## config.mk

```make
export PLATFORM = sky130hd
export DESIGN_NAME = qdr2_burst_ctrl
export DESIGN_NICKNAME = d
export VERILOG_FILES = /design/src/rtl/qdr2_pkg.sv /design/src/rtl/qdr2_ctrl.sv /design/src/rtl/qdr2_datapath.sv /design/src/rtl/qdr2_burst_ctrl.sv
export SDC_FILE = /design/constraint.sdc
export NUM_CORES = 1
export LEC_CHECK = 0
export ABC_CLOCK_PERIOD_IN_PS = 5400
export CORE_MARGIN = 10
export CORE_UTILIZATION = 50
export CTS_BUF_LIST = sky130_fd_sc_hd__clkbuf_4 sky130_fd_sc_hd__clkbuf_8
export DETAILED_ROUTE_END_ITERATION = 12
export GPL_ROUTABILITY_DRIVEN = 0
export MAX_ROUTING_LAYER = met4
export PLACE_DENSITY = 0.95
export SLEW_MARGIN = 40
export SYNTH_ARGS = -nofsm -noshare
export SYNTH_HDL_FRONTEND = slang
export SYNTH_HIERARCHICAL = 1
export SYNTH_SLANG_ARGS = --single-unit
```

## constraint.sdc

```tcl
create_clock -name clk -period 5.4 [get_ports clk]
set_input_delay 1.62 -clock clk [delete_from_list [all_inputs] [get_ports clk]]
set_output_delay 1.62 -clock clk [all_outputs]
set_load 0.02 [all_outputs]
```

## src/rtl/qdr2_pkg.sv

```systemverilog
package qdr2_pkg;

  // Per-cycle strobes from the control path to the datapath.
  typedef struct packed {
    logic launchRd;   // read accepted at this edge
    logic launchWr;   // write accepted at this edge
    logic fwdHit;     // read and write to the same burst address
    logic capture;    // returning word pair is to be registered
  } qdrStrobes_t;

endpackage

```

## src/rtl/qdr2_ctrl.sv

```systemverilog
module qdr2_ctrl
  import qdr2_pkg::*;
#(
  parameter int ADDR_W = 18,
  parameter int TAG_W  = 4,
  parameter int RD_LAT = 2
) (
  input  logic              clk,
  input  logic              rst,
  input  logic              rdValid,
  input  logic              wrValid,
  input  logic [ADDR_W-1:0] rdAddr,
  input  logic [ADDR_W-1:0] wrAddr,
  input  logic [TAG_W-1:0]  rdTag,
  output logic              rdReady,
  output logic              wrReady,
  output qdrStrobes_t       strb,
  output logic              devRdSelN,
  output logic              devWrSelN,
  output logic              rspValid,
  output logic [TAG_W-1:0]  rspTag
);

  localparam int STAGES = RD_LAT + 1;

  logic [STAGES-1:0] vPipe;
  logic [TAG_W-1:0]  tagPipe [STAGES];

  // Both channels take one request per cycle outside reset.
  assign rdReady = !rst;
  assign wrReady = !rst;

  always_comb begin
    strb.launchRd = rdValid & rdReady;
    strb.launchWr = wrValid & wrReady;
    strb.fwdHit   = strb.launchRd & strb.launchWr & (rdAddr == wrAddr);
    strb.capture  = vPipe[STAGES-1];
  end

  always_ff @(posedge clk) begin
    if (rst) begin
      devRdSelN <= 1'b1;
      devWrSelN <= 1'b1;
      vPipe     <= '0;
      rspValid  <= 1'b0;
    end else begin
      devRdSelN <= ~strb.launchRd;
      devWrSelN <= ~strb.launchWr;
      vPipe     <= {vPipe[STAGES-2:0], strb.launchRd};
      rspValid  <= vPipe[STAGES-1];
    end
  end

  // Tags need no reset: the valid pipe qualifies them.
  always_ff @(posedge clk) begin
    tagPipe[0] <= rdTag;
    for (int i = 1; i < STAGES; i++) tagPipe[i] <= tagPipe[i-1];
    if (vPipe[STAGES-1]) rspTag <= tagPipe[STAGES-1];
  end

endmodule

```

## src/rtl/qdr2_datapath.sv

```systemverilog
module qdr2_datapath
  import qdr2_pkg::*;
#(
  parameter int ADDR_W = 18,
  parameter int LANES  = 2,
  parameter int LANE_W = 9,
  parameter int RD_LAT = 2
) (
  input  logic                    clk,
  input  logic                    rst,
  input  qdrStrobes_t             strb,
  input  logic [ADDR_W-1:0]       rdAddr,
  input  logic [ADDR_W-1:0]       wrAddr,
  input  logic [LANES*LANE_W-1:0] wrData0,
  input  logic [LANES*LANE_W-1:0] wrData1,
  input  logic [LANES-1:0]        wrMask0,
  input  logic [LANES-1:0]        wrMask1,
  input  logic [LANES*LANE_W-1:0] devQRise,
  input  logic [LANES*LANE_W-1:0] devQFall,
  output logic [ADDR_W-1:0]       devAddrRise,
  output logic [ADDR_W-1:0]       devAddrFall,
  output logic [LANES*LANE_W-1:0] devDataRise,
  output logic [LANES*LANE_W-1:0] devDataFall,
  output logic [LANES-1:0]        devBeRiseN,
  output logic [LANES-1:0]        devBeFallN,
  output logic [LANES*LANE_W-1:0] rspData0,
  output logic [LANES*LANE_W-1:0] rspData1
);

  localparam int DATA_W = LANES * LANE_W;
  localparam int STAGES = RD_LAT + 1;

  // Bypass pipe: write data and the lanes it may override, per pending read.
  logic [DATA_W-1:0] fwdD0 [STAGES];
  logic [DATA_W-1:0] fwdD1 [STAGES];
  logic [LANES-1:0]  fwdM0 [STAGES];
  logic [LANES-1:0]  fwdM1 [STAGES];
  logic [DATA_W-1:0] mergeRise;
  logic [DATA_W-1:0] mergeFall;

  // Device bus registers: updated only on a launch, otherwise held.
  always_ff @(posedge clk) begin
    if (rst) begin
      devAddrRise <= '0;
      devAddrFall <= '0;
      devDataRise <= '0;
      devDataFall <= '0;
      devBeRiseN  <= '1;
      devBeFallN  <= '1;
    end else begin
      if (strb.launchRd) devAddrRise <= rdAddr;
      if (strb.launchWr) begin
        devAddrFall <= wrAddr;
        devDataRise <= wrData0;
        devDataFall <= wrData1;
        devBeRiseN  <= ~wrMask0;
        devBeFallN  <= ~wrMask1;
      end
    end
  end

  always_ff @(posedge clk) begin
    if (rst) begin
      for (int i = 0; i < STAGES; i++) begin
        fwdM0[i] <= '0;
        fwdM1[i] <= '0;
      end
    end else begin
      fwdM0[0] <= strb.fwdHit ? wrMask0 : '0;
      fwdM1[0] <= strb.fwdHit ? wrMask1 : '0;
      for (int i = 1; i < STAGES; i++) begin
        fwdM0[i] <= fwdM0[i-1];
        fwdM1[i] <= fwdM1[i-1];
      end
    end
  end

  always_ff @(posedge clk) begin
    fwdD0[0] <= wrData0;
    fwdD1[0] <= wrData1;
    for (int i = 1; i < STAGES; i++) begin
      fwdD0[i] <= fwdD0[i-1];
      fwdD1[i] <= fwdD1[i-1];
    end
  end

  // Per-lane selection between device data and forwarded write data.
  for (genvar g = 0; g < LANES; g++) begin : gLane
    assign mergeRise[g*LANE_W +: LANE_W] = fwdM0[STAGES-1][g] ?
        fwdD0[STAGES-1][g*LANE_W +: LANE_W] : devQRise[g*LANE_W +: LANE_W];
    assign mergeFall[g*LANE_W +: LANE_W] = fwdM1[STAGES-1][g] ?
        fwdD1[STAGES-1][g*LANE_W +: LANE_W] : devQFall[g*LANE_W +: LANE_W];
  end

  always_ff @(posedge clk) begin
    if (strb.capture) begin
      rspData0 <= mergeRise;
      rspData1 <= mergeFall;
    end
  end

endmodule

```

## src/rtl/qdr2_burst_ctrl.sv

```systemverilog
module qdr2_burst_ctrl
  import qdr2_pkg::*;
#(
  parameter int ADDR_W = 18,
  parameter int LANES  = 2,
  parameter int LANE_W = 9,
  parameter int TAG_W  = 4,
  parameter int RD_LAT = 2
) (
  input  logic                    clk,
  input  logic                    rst,
  input  logic                    rdValid,
  output logic                    rdReady,
  input  logic [ADDR_W-1:0]       rdAddr,
  input  logic [TAG_W-1:0]        rdTag,
  input  logic                    wrValid,
  output logic                    wrReady,
  input  logic [ADDR_W-1:0]       wrAddr,
  input  logic [LANES*LANE_W-1:0] wrData0,
  input  logic [LANES*LANE_W-1:0] wrData1,
  input  logic [LANES-1:0]        wrMask0,
  input  logic [LANES-1:0]        wrMask1,
  output logic                    rspValid,
  output logic [TAG_W-1:0]        rspTag,
  output logic [LANES*LANE_W-1:0] rspData0,
  output logic [LANES*LANE_W-1:0] rspData1,
  output logic                    devRdSelN,
  output logic                    devWrSelN,
  output logic [ADDR_W-1:0]       devAddrRise,
  output logic [ADDR_W-1:0]       devAddrFall,
  output logic [LANES*LANE_W-1:0] devDataRise,
  output logic [LANES*LANE_W-1:0] devDataFall,
  output logic [LANES-1:0]        devBeRiseN,
  output logic [LANES-1:0]        devBeFallN,
  input  logic [LANES*LANE_W-1:0] devQRise,
  input  logic [LANES*LANE_W-1:0] devQFall
);

  qdrStrobes_t strb;

  qdr2_ctrl #(.ADDR_W(ADDR_W), .TAG_W(TAG_W), .RD_LAT(RD_LAT)) uCtrl (
    .clk(clk), .rst(rst), .rdValid(rdValid), .wrValid(wrValid),
    .rdAddr(rdAddr), .wrAddr(wrAddr), .rdTag(rdTag),
    .rdReady(rdReady), .wrReady(wrReady), .strb(strb),
    .devRdSelN(devRdSelN), .devWrSelN(devWrSelN),
    .rspValid(rspValid), .rspTag(rspTag)
  );

  qdr2_datapath #(.ADDR_W(ADDR_W), .LANES(LANES), .LANE_W(LANE_W), .RD_LAT(RD_LAT)) uDp (
    .clk(clk), .rst(rst), .strb(strb), .rdAddr(rdAddr), .wrAddr(wrAddr),
    .wrData0(wrData0), .wrData1(wrData1), .wrMask0(wrMask0), .wrMask1(wrMask1),
    .devQRise(devQRise), .devQFall(devQFall),
    .devAddrRise(devAddrRise), .devAddrFall(devAddrFall),
    .devDataRise(devDataRise), .devDataFall(devDataFall),
    .devBeRiseN(devBeRiseN), .devBeFallN(devBeFallN),
    .rspData0(rspData0), .rspData1(rspData1)
  );

endmodule

```

* Yosys cells after proc, flatten, opt, wreduce, memory -nomap -nowiden
Memory sizes are Yosys's and may differ from the RTL's. A register that Yosys moved wholly into a read port is not among the register bits. Index checks and enable logic that the tools add are counted.
Storage, ports and cells: register bits after elaboration 118, latch bits 0, RAM bits 132, memory bits (read-only) 0, bits of input ports 120, output and inout bits 121, logic and storage cells 48, memories kept 5
Memory list:
- uDp.fwdD0 | words 3, width 18, rd ports 3, clocked after Yosys merged registers in 0, write ports 3, RTL line qdr2_datapath.sv:34 | logic [DATA_W-1:0] fwdD0 [STAGES];
- uDp.fwdD1 | words 3, width 18, rd ports 3, clocked after Yosys merged registers in 0, write ports 3, RTL line qdr2_datapath.sv:35 | logic [DATA_W-1:0] fwdD1 [STAGES];
- uCtrl.tagPipe | words 3, width 4, rd ports 3, clocked after Yosys merged registers in 1, write ports 3, RTL line qdr2_ctrl.sv:27 | logic [TAG_W-1:0] tagPipe [STAGES];
- uDp.fwdM0 | words 3, width 2, rd ports 3, clocked after Yosys merged registers in 0, write ports 3, RTL line qdr2_datapath.sv:36 | logic [LANES-1:0] fwdM0 [STAGES];
- uDp.fwdM1 | words 3, width 2, rd ports 3, clocked after Yosys merged registers in 0, write ports 3, RTL line qdr2_datapath.sv:37 | logic [LANES-1:0] fwdM1 [STAGES];
Cells by class: add/subtract/negate cells 0, multipliers 0, divide/modulo/power cells 0, magnitude comparators 0, equality and inequality tests 1, shift-type cells 0, mux-type cells 15, bitwise logic cells 14, reductions and logical operators 1
Operators with widths (count):
- $mux 9 | 4
- $eq 18x18->1 | 1
- $mux 2 | 8
- $or 1x1->1 | 6
- $and 1x1->1 | 4
- $not 2->2 | 2
- $mux 1 | 3
- $not 1->1 | 2
- $logic_not 1->1 | 1

* Longest topological paths before layout
Gate-level depths: netlist (run 1).
word-level depth 6, mapped depth 8, mapped depth without buffers 6

* Modules after synthesis
Netlist (run 1), hierarchy kept.
Modules (own cells, without submodules):
- qdr2_datapath | times used 1, cells each 459, area an instance 6703.9 um2, sequential area each 5004.8 um2
- qdr2_ctrl | times used 1, cells each 58, area an instance 760.7 um2, sequential area each 480.5 um2

* Worst setup path after synthesis (run 1)
OpenSTA, ideal clock, no wires.
kind in2out, from input port rst, to output port wrReady, data arrival time 1.958 ns, required time 3.780 ns, slack 1.822 ns, stages 2, buffers on the path 1, cells stage by stage inv_1 buf_4
On the way: longest elaborated chain between the ends 1
Ends and longest elaborated chain:
- from (decl) | RTL line qdr2_burst_ctrl.sv:11 | input logic rst,
- $logic_not 1->1 | RTL line qdr2_ctrl.sv:31 | assign wrReady = !rst;
- to (decl) | RTL line qdr2_burst_ctrl.sv:17 | output logic wrReady,
Every way passes these cells.

* Worst setup path after layout (run 1)
from input port rst, to output port rdReady
On the way: longest elaborated chain between the ends 1
Ends and longest elaborated chain:
- $logic_not 1->1 | RTL line qdr2_ctrl.sv:30 | assign rdReady = !rst;
- to (decl) | RTL line qdr2_burst_ctrl.sv:13 | output logic rdReady,
Every way passes these cells.

==> impl_metrics.tcl, run 1 <==
set metrics [dict create \
    status "finished, final reports clean" \
    grt_pass1_wl_mm 29.5 \
    rr_startpoint "uDp/fwdM1[0][5]" \
    min_path_cells 0 \
    reg2reg_to "uDp/rspData1[15]" \
    grt_pass1_vias 5422 \
    min_to "uDp/fwdD1[0][45]" \
    drtAntennaViolNets 0 \
    cts_sinks 254 \
    hold_ws_ps 319 \
    cp-start-kind "input port" \
    grt_setup_unrepaired "false" \
    core-area_um2 14600 \
    synthAdderAreaFrac_pct 0 \
    setup_viol 0 \
    h-tree-depth 2 \
    num-nets-final 899 \
    synth_top_family_by_area "multiplexers" \
    tritoncts "yes" \
    fin_util_pct 74.3 \
    grt_overflow_total 0 \
    final.setup_skew_ps 28.4 \
    power_density_nw_per_um2 374 \
    antenna_found_initial 0 \
    synth_warnings 6 \
    finalCritPeriodShare_pct 75.4 \
    dpl.hpwl_mm 13.8 \
    dieArea_um2 20200 \
    post_cts_resized 0 \
    ir_drop_mv 0.210 \
    die_h_um 142 \
    worstSetupPathType "in2out" \
    synthSimpleGateAreaFrac_pct 6.54 \
    synth-compound-area-share_pct 0.402 \
    multi_input_area_um2 1800 \
    tns_ps 0 \
    synthXorXnorAreaFrac_pct 2.11 \
    hold_path_startpoint "uDp/fwdD1[0][27]" \
    hold_viol_final 0 \
    synth_area_per_cell_um2 14.4 \
    drc_errors 0 \
    timing.slew.headroom_pct 55.1 \
    synthCells 517 \
    grt_max_degree 91 \
    grt_usage_pct 19.0 \
    setup_ws_ps 1330 \
    totalWireLength_mm 19.2 \
    dpl_worst_slack_ps 1330 \
    syn_area_um2 7460 \
    placed_cell_area_um2 9970 \
    clockBufferDepth 3 \
    yosysUniqueCellTypes 25 \
    cts_buffers 40 \
    min_period_ps 4070 \
    cap_violations 0 \
    clkSlewWorstSetupHoldPaths_ps 70 \
    ys_seq_area_share_pct 73.5 \
    layout-drive-gt1-share_pct 15.3 \
    final_cell_area_um2 10800 \
    regArea_um2 5490 \
    pin_count 241 \
    end_kind "primary output" \
    fp-row-count 44 \
    insertion_delay_ps 510 \
    ys_ff_latch 254 \
    postCtsHoldBufs 0 \
    fmax_mhz 245 \
    worst-endpoint-required_ps 3780 \
    fp.dieW_um 142 \
    tightest_slew_ps 674 \
    p_leak_nw 4.19 \
    cp_max_fo 3 \
    n_fill_cell 881 \
    cts_setup_buffers 0 \
    slew_viol_final 0 \
    routedWlPerCell_um 19.4 \
    vias 4771 \
    r2r.worst_path.cells 1 \
    rrSetupSlack_ps 4150 \
    io_buffers 240 \
    drt_iter0_drc 191 \
    num_antenna_cells 0 \
    cp.arrival_ps 2450 \
    area_growth_syn_to_layout_pct 45.2 \
    worst_hold_path_type "reg2reg" \
    synthMuxAreaShare_pct 15.1 \
    clockRootBuffer "clkbuf_8" \
    first_pass_iters 4 \
    drt-vias-per-instance 4.80 \
    start_util_pct 51.2 \
    syn_nets 637 \
]
sequential cells by signal, indices dropped and copies added, names as in the netlist, 2 cells and up:
| name | count |
|---|---|
| uDp/fwdD0 | 54 |
| uDp/fwdD1 | 54 |
| uDp/devAddrFall | 18 |
| uCtrl/tagPipe | 12 |
| uDp/fwdM1 | 6 |
| uCtrl/rspTag | 4 |
| uDp/rspData1 | 18 |
| uDp/devBeFallN | 2 |
| uDp/fwdM0 | 6 |
| uDp/rspData0 | 18 |
| uDp/devDataRise | 18 |
| uDp/devAddrRise | 18 |
| uCtrl/vPipe | 3 |
| uDp/devBeRiseN | 2 |
| uDp/devDataFall | 18 |
cells in the final DEF, fill, tap and decap left out:
master	netlist	layout
nor2_1	72	72
clkbuf_8	0	47
edfxtp_1	40	40
xnor2_1	16	16
bufinv_16	0	2
a21o_1	4	4
clkdlybuf4s50_1	0	239
clkinv_2	0	5
nor2b_2	1	1
nor2b_1	9	9
buf_4	7	4
and2b_2	4	4
and2_1	4	4
or2_2	3	3
mux2_2	36	36
buf_6	2	1
mux2i_1	72	72
nor4_2	1	1
nand2_1	5	5
xor2_1	2	2
dfxtp_1	214	213
or4_1	1	1
dfxtp_4	0	1
inv_1	3	2
nand3_1	2	2
or2_0	1	1
clkbuf_4	0	17
clkinvlp_4	0	2
nand4_1	3	3
per-layer routing:
layer	vias to the layer above	track usage [%]	routed length, um
met2	213	32.3	9780
li1	2265	-	-
met1	2261	19.4	7210
met4	0	7.80	499
met3	32	6.98	1730
met5	-	-	0
Yosys cell counts (all sizes together):
library cell    n  share of area (%)
a21o            4               0.40
xor2            2               0.23
edfxtp         40                 16
or4             1               0.10
mux2           36                5.4
dfxtp         214                 57
clkbuf          3               0.15
nand4           3               0.25
nor4            1               0.17
nand2           5               0.25
nand3           2               0.13
mux2i          72                9.7
nor2b          10               0.87
or2             4               0.34
buf            21                2.1
and2b           4               0.47
nor2           72                3.6
and2            4               0.34
inv             3               0.15
xnor2          16                1.9
cell type report:
type | instances | area share [%]
sequential | 254 | 50.7
multi-input combinational | 236 | 16.6
inverter | 3 | 0.115
tap | 184 | 2.12
clock inverter | 8 | 0.878
clock buffer | 64 | 7.15
timing repair buffer | 244 | 22.5
metrics by stage:
step	std cells	power [W]
2_1_floorplan	517	0.00221
3_3_place_gp	921	0.00238
3_5_place_dp	921	0.00240
4_1_cts	993	0.00410
5_1_grt	993	0.00421
6_report	993	0.00406
cell families (layout without fill, tap and decap cells):
logic type             count (synthesis)  count (layout)
flip-flops                           254             254
multiplexers                         108             108
AND/OR/NAND/NOR                      106             106
buffers and inverters                 27             319
XOR/XNOR                              18              18
AO/OA/AOI/OAI                          4               4
worst max-delay path: stages:
cell and delay [ps]:
buf_4 120, inv_1 90, clkdlybuf4s50_1 630
report_power, final:
group	internal (W)	switching, W
sequential	0.00200	0.0000328
clock	0.00101	0.000686
combinational	0.000182	0.000145
how the worst max path moves through the flow:
| stage | from | endpoint |
|---|---|---|
| 6_report | rst | rdReady |
| 5_1_grt | rst | wrReady |
| 4_1_cts | rst | rdReady |
| 3_5_place_dp | rst | rdReady |
| 3_3_place_gp | rst | rdReady |
| 2_1_floorplan | rst | wrReady |
(Power assumes the default switching activity.)
==> run 2: changes to the inputs <==
- ABC_CLOCK_PERIOD_IN_PS: 5400 -> 3900
- CORE_UTILIZATION: 50 -> 47
- PLACE_DENSITY: 0.95 -> 0.9
- clock period: 5.4 -> 3.9 ns (I/O delays scaled with it)
==> impl_metrics.tcl, run 2 (synthesis gave the netlist of run 1 again) <==
set metrics [dict create \
    final.setup_skew_ps 10.1 \
    worst-endpoint-required_ps 2730 \
    worstSetupPathType "in2out" \
    grt_pass1_vias 5234 \
    crit_path_top_delay_cell "clkdlybuf4s50_1" \
    num_antenna_cells 0 \
    cp_max_fo 3 \
    cp-start-kind "input port" \
    dpl.hpwl_mm 12.9 \
    pin_count 241 \
    grt_pass1_wl_mm 27.9 \
    layout-drive-gt1-share_pct 14.7 \
    worst_hold_path_type "reg2reg" \
    cap_violations 0 \
    end_kind "primary output" \
    h-tree-depth 2 \
    tritoncts "yes" \
    seqPwrFrac_pct 50.6 \
    setup_viol 0 \
    io_buffers 240 \
    fp.dieW_um 146 \
    drtAntennaViolNets 0 \
    clockBufferDepth 3 \
    timing.slew.headroom_pct 53.1 \
    finalCritPeriodShare_pct 81.2 \
    routedWlPerCell_um 17.7 \
    path_buf_inv 3 \
    clockRootBuffer "clkbuf_8" \
    slew_viol_final 0 \
    antenna_found_initial 0 \
    sw_frac_of_total_pct 21.1 \
    insertion_delay_ps 500 \
    cts_sinks 254 \
    cts_setup_buffers 0 \
    core-area_um2 15700 \
    min_period_ps 3170 \
    cp.arrival_ps 2000 \
    clkPwrFrac_pct 41.4 \
    final_cell_mix "clkdlybuf4s50_1, dfxtp_1, mux2i_1, nor2_1, clkbuf_8" \
    p_int_w 0.00440 \
    area_growth_syn_to_layout_pct 45.7 \
    grt_usage_pct 16.9 \
    power_density_nw_per_um2 512 \
    cp_top_family "buffers and inverters" \
    first_pass_iters 4 \
    post_cts_resized 0 \
    clkSlewWorstSetupHoldPaths_ps 60 \
    crit_path_cell_trace "buf_2 > inv_1 > clkdlybuf4s50_1" \
    hold_viol_final 0 \
    drc_errors 0 \
    drt-vias-per-instance 4.52 \
    grt_overflow_total 0 \
    final_common_cell "clkdlybuf4s50_1" \
    tightest_slew_ps 703 \
    status "finished, final reports clean" \
    ir_drop_mv 0.339 \
    dieArea_um2 21300 \
    switchingPower_w 0.00117 \
    totalWireLength_mm 18.1 \
    fmax_mhz 316 \
    start_util_pct 47.5 \
    fp-row-count 46 \
    die_h_um 146 \
    cts_buffers 38 \
    tns_ps 0 \
    drt_iter0_drc 130 \
    hold_ws_ps 319 \
    vias 4619 \
    p_comb_share_pct 8.1 \
    cpPeakStageDelay_ps 620 \
    top_regs "uDp/fwdD0: 54 flops, uDp/fwdD1: 54 flops" \
    num-nets-final 897 \
    postCtsHoldBufs 0 \
    grt_max_degree 90 \
    grt_setup_unrepaired "false" \
    p_leak_nw 4.19 \
]
==> run 2: power by group through the flow <==
| stage | logic, W | clock network, W | registers (W) |
|---|---|---|---|
| floorplan | 0.000137 | 0 | 0.00292 |
| global placement | 0.000441 | 0 | 0.00287 |
| detailed placement | 0.000449 | 0 | 0.00287 |
| CTS | 0.000453 | 0.00237 | 0.00282 |
| global route | 0.000477 | 0.00248 | 0.00283 |
| finish | 0.000449 | 0.00230 | 0.00282 |
==> run 2: routing by layer <==
layer	vias up	global-route usage [%]	part of all wire, %
li1	2262	-	-
met3	18	7.63	9.1
met2	189	28.7	50
met1	2150	17.5	40
met5	-	-	0
met4	0	4.60	1.3
==> run 2: layout make-up <==
type	instances	area (um^2)
inverters	3	12.5
clock buffers	61	758
clock inverters	9	91.3
fillers	1064	4830
flip-flops and latches	254	5490
well taps	216	270
multi-input cells	236	1800
repair buffers	244	2460
==> run 2: through the flow <==
| stage | std cells | instance area [um^2] | util (%) | total power [W] | setup WS, ps |
|---|---|---|---|---|---|
| 5_1_grt | 1023 | 10900 | 69.2 | 0.00579 | 675 |
| 2_1_floorplan | 517 | 7460 | - | 0.00305 | 1220 |
| 3_5_place_dp | 953 | 10000 | 63.8 | 0.00332 | 728 |
| 4_1_cts | 1023 | 10900 | 69.2 | 0.00564 | 723 |
| 3_3_place_gp | 953 | 10000 | 63.8 | 0.00331 | 742 |
| 6_report | 1023 | 10900 | 69.2 | 0.00557 | 732 |
==> run 2: worst paths after layout <==
path / start / endpoint / slack (ps) / cells past startpoint
setup / recovery: rst / wrReady / 730 / 3
hold / removal: uDp/fwdD0[0][35] / uDp/fwdD0[0][53] / 320 / 0
setup reg to reg: uDp/fwdM0[0][4] / uDp/rspData0[2] / 2620 / 1
hold reg to reg: uDp/fwdD0[0][35] / uDp/fwdD0[0][53] / 320 / 0
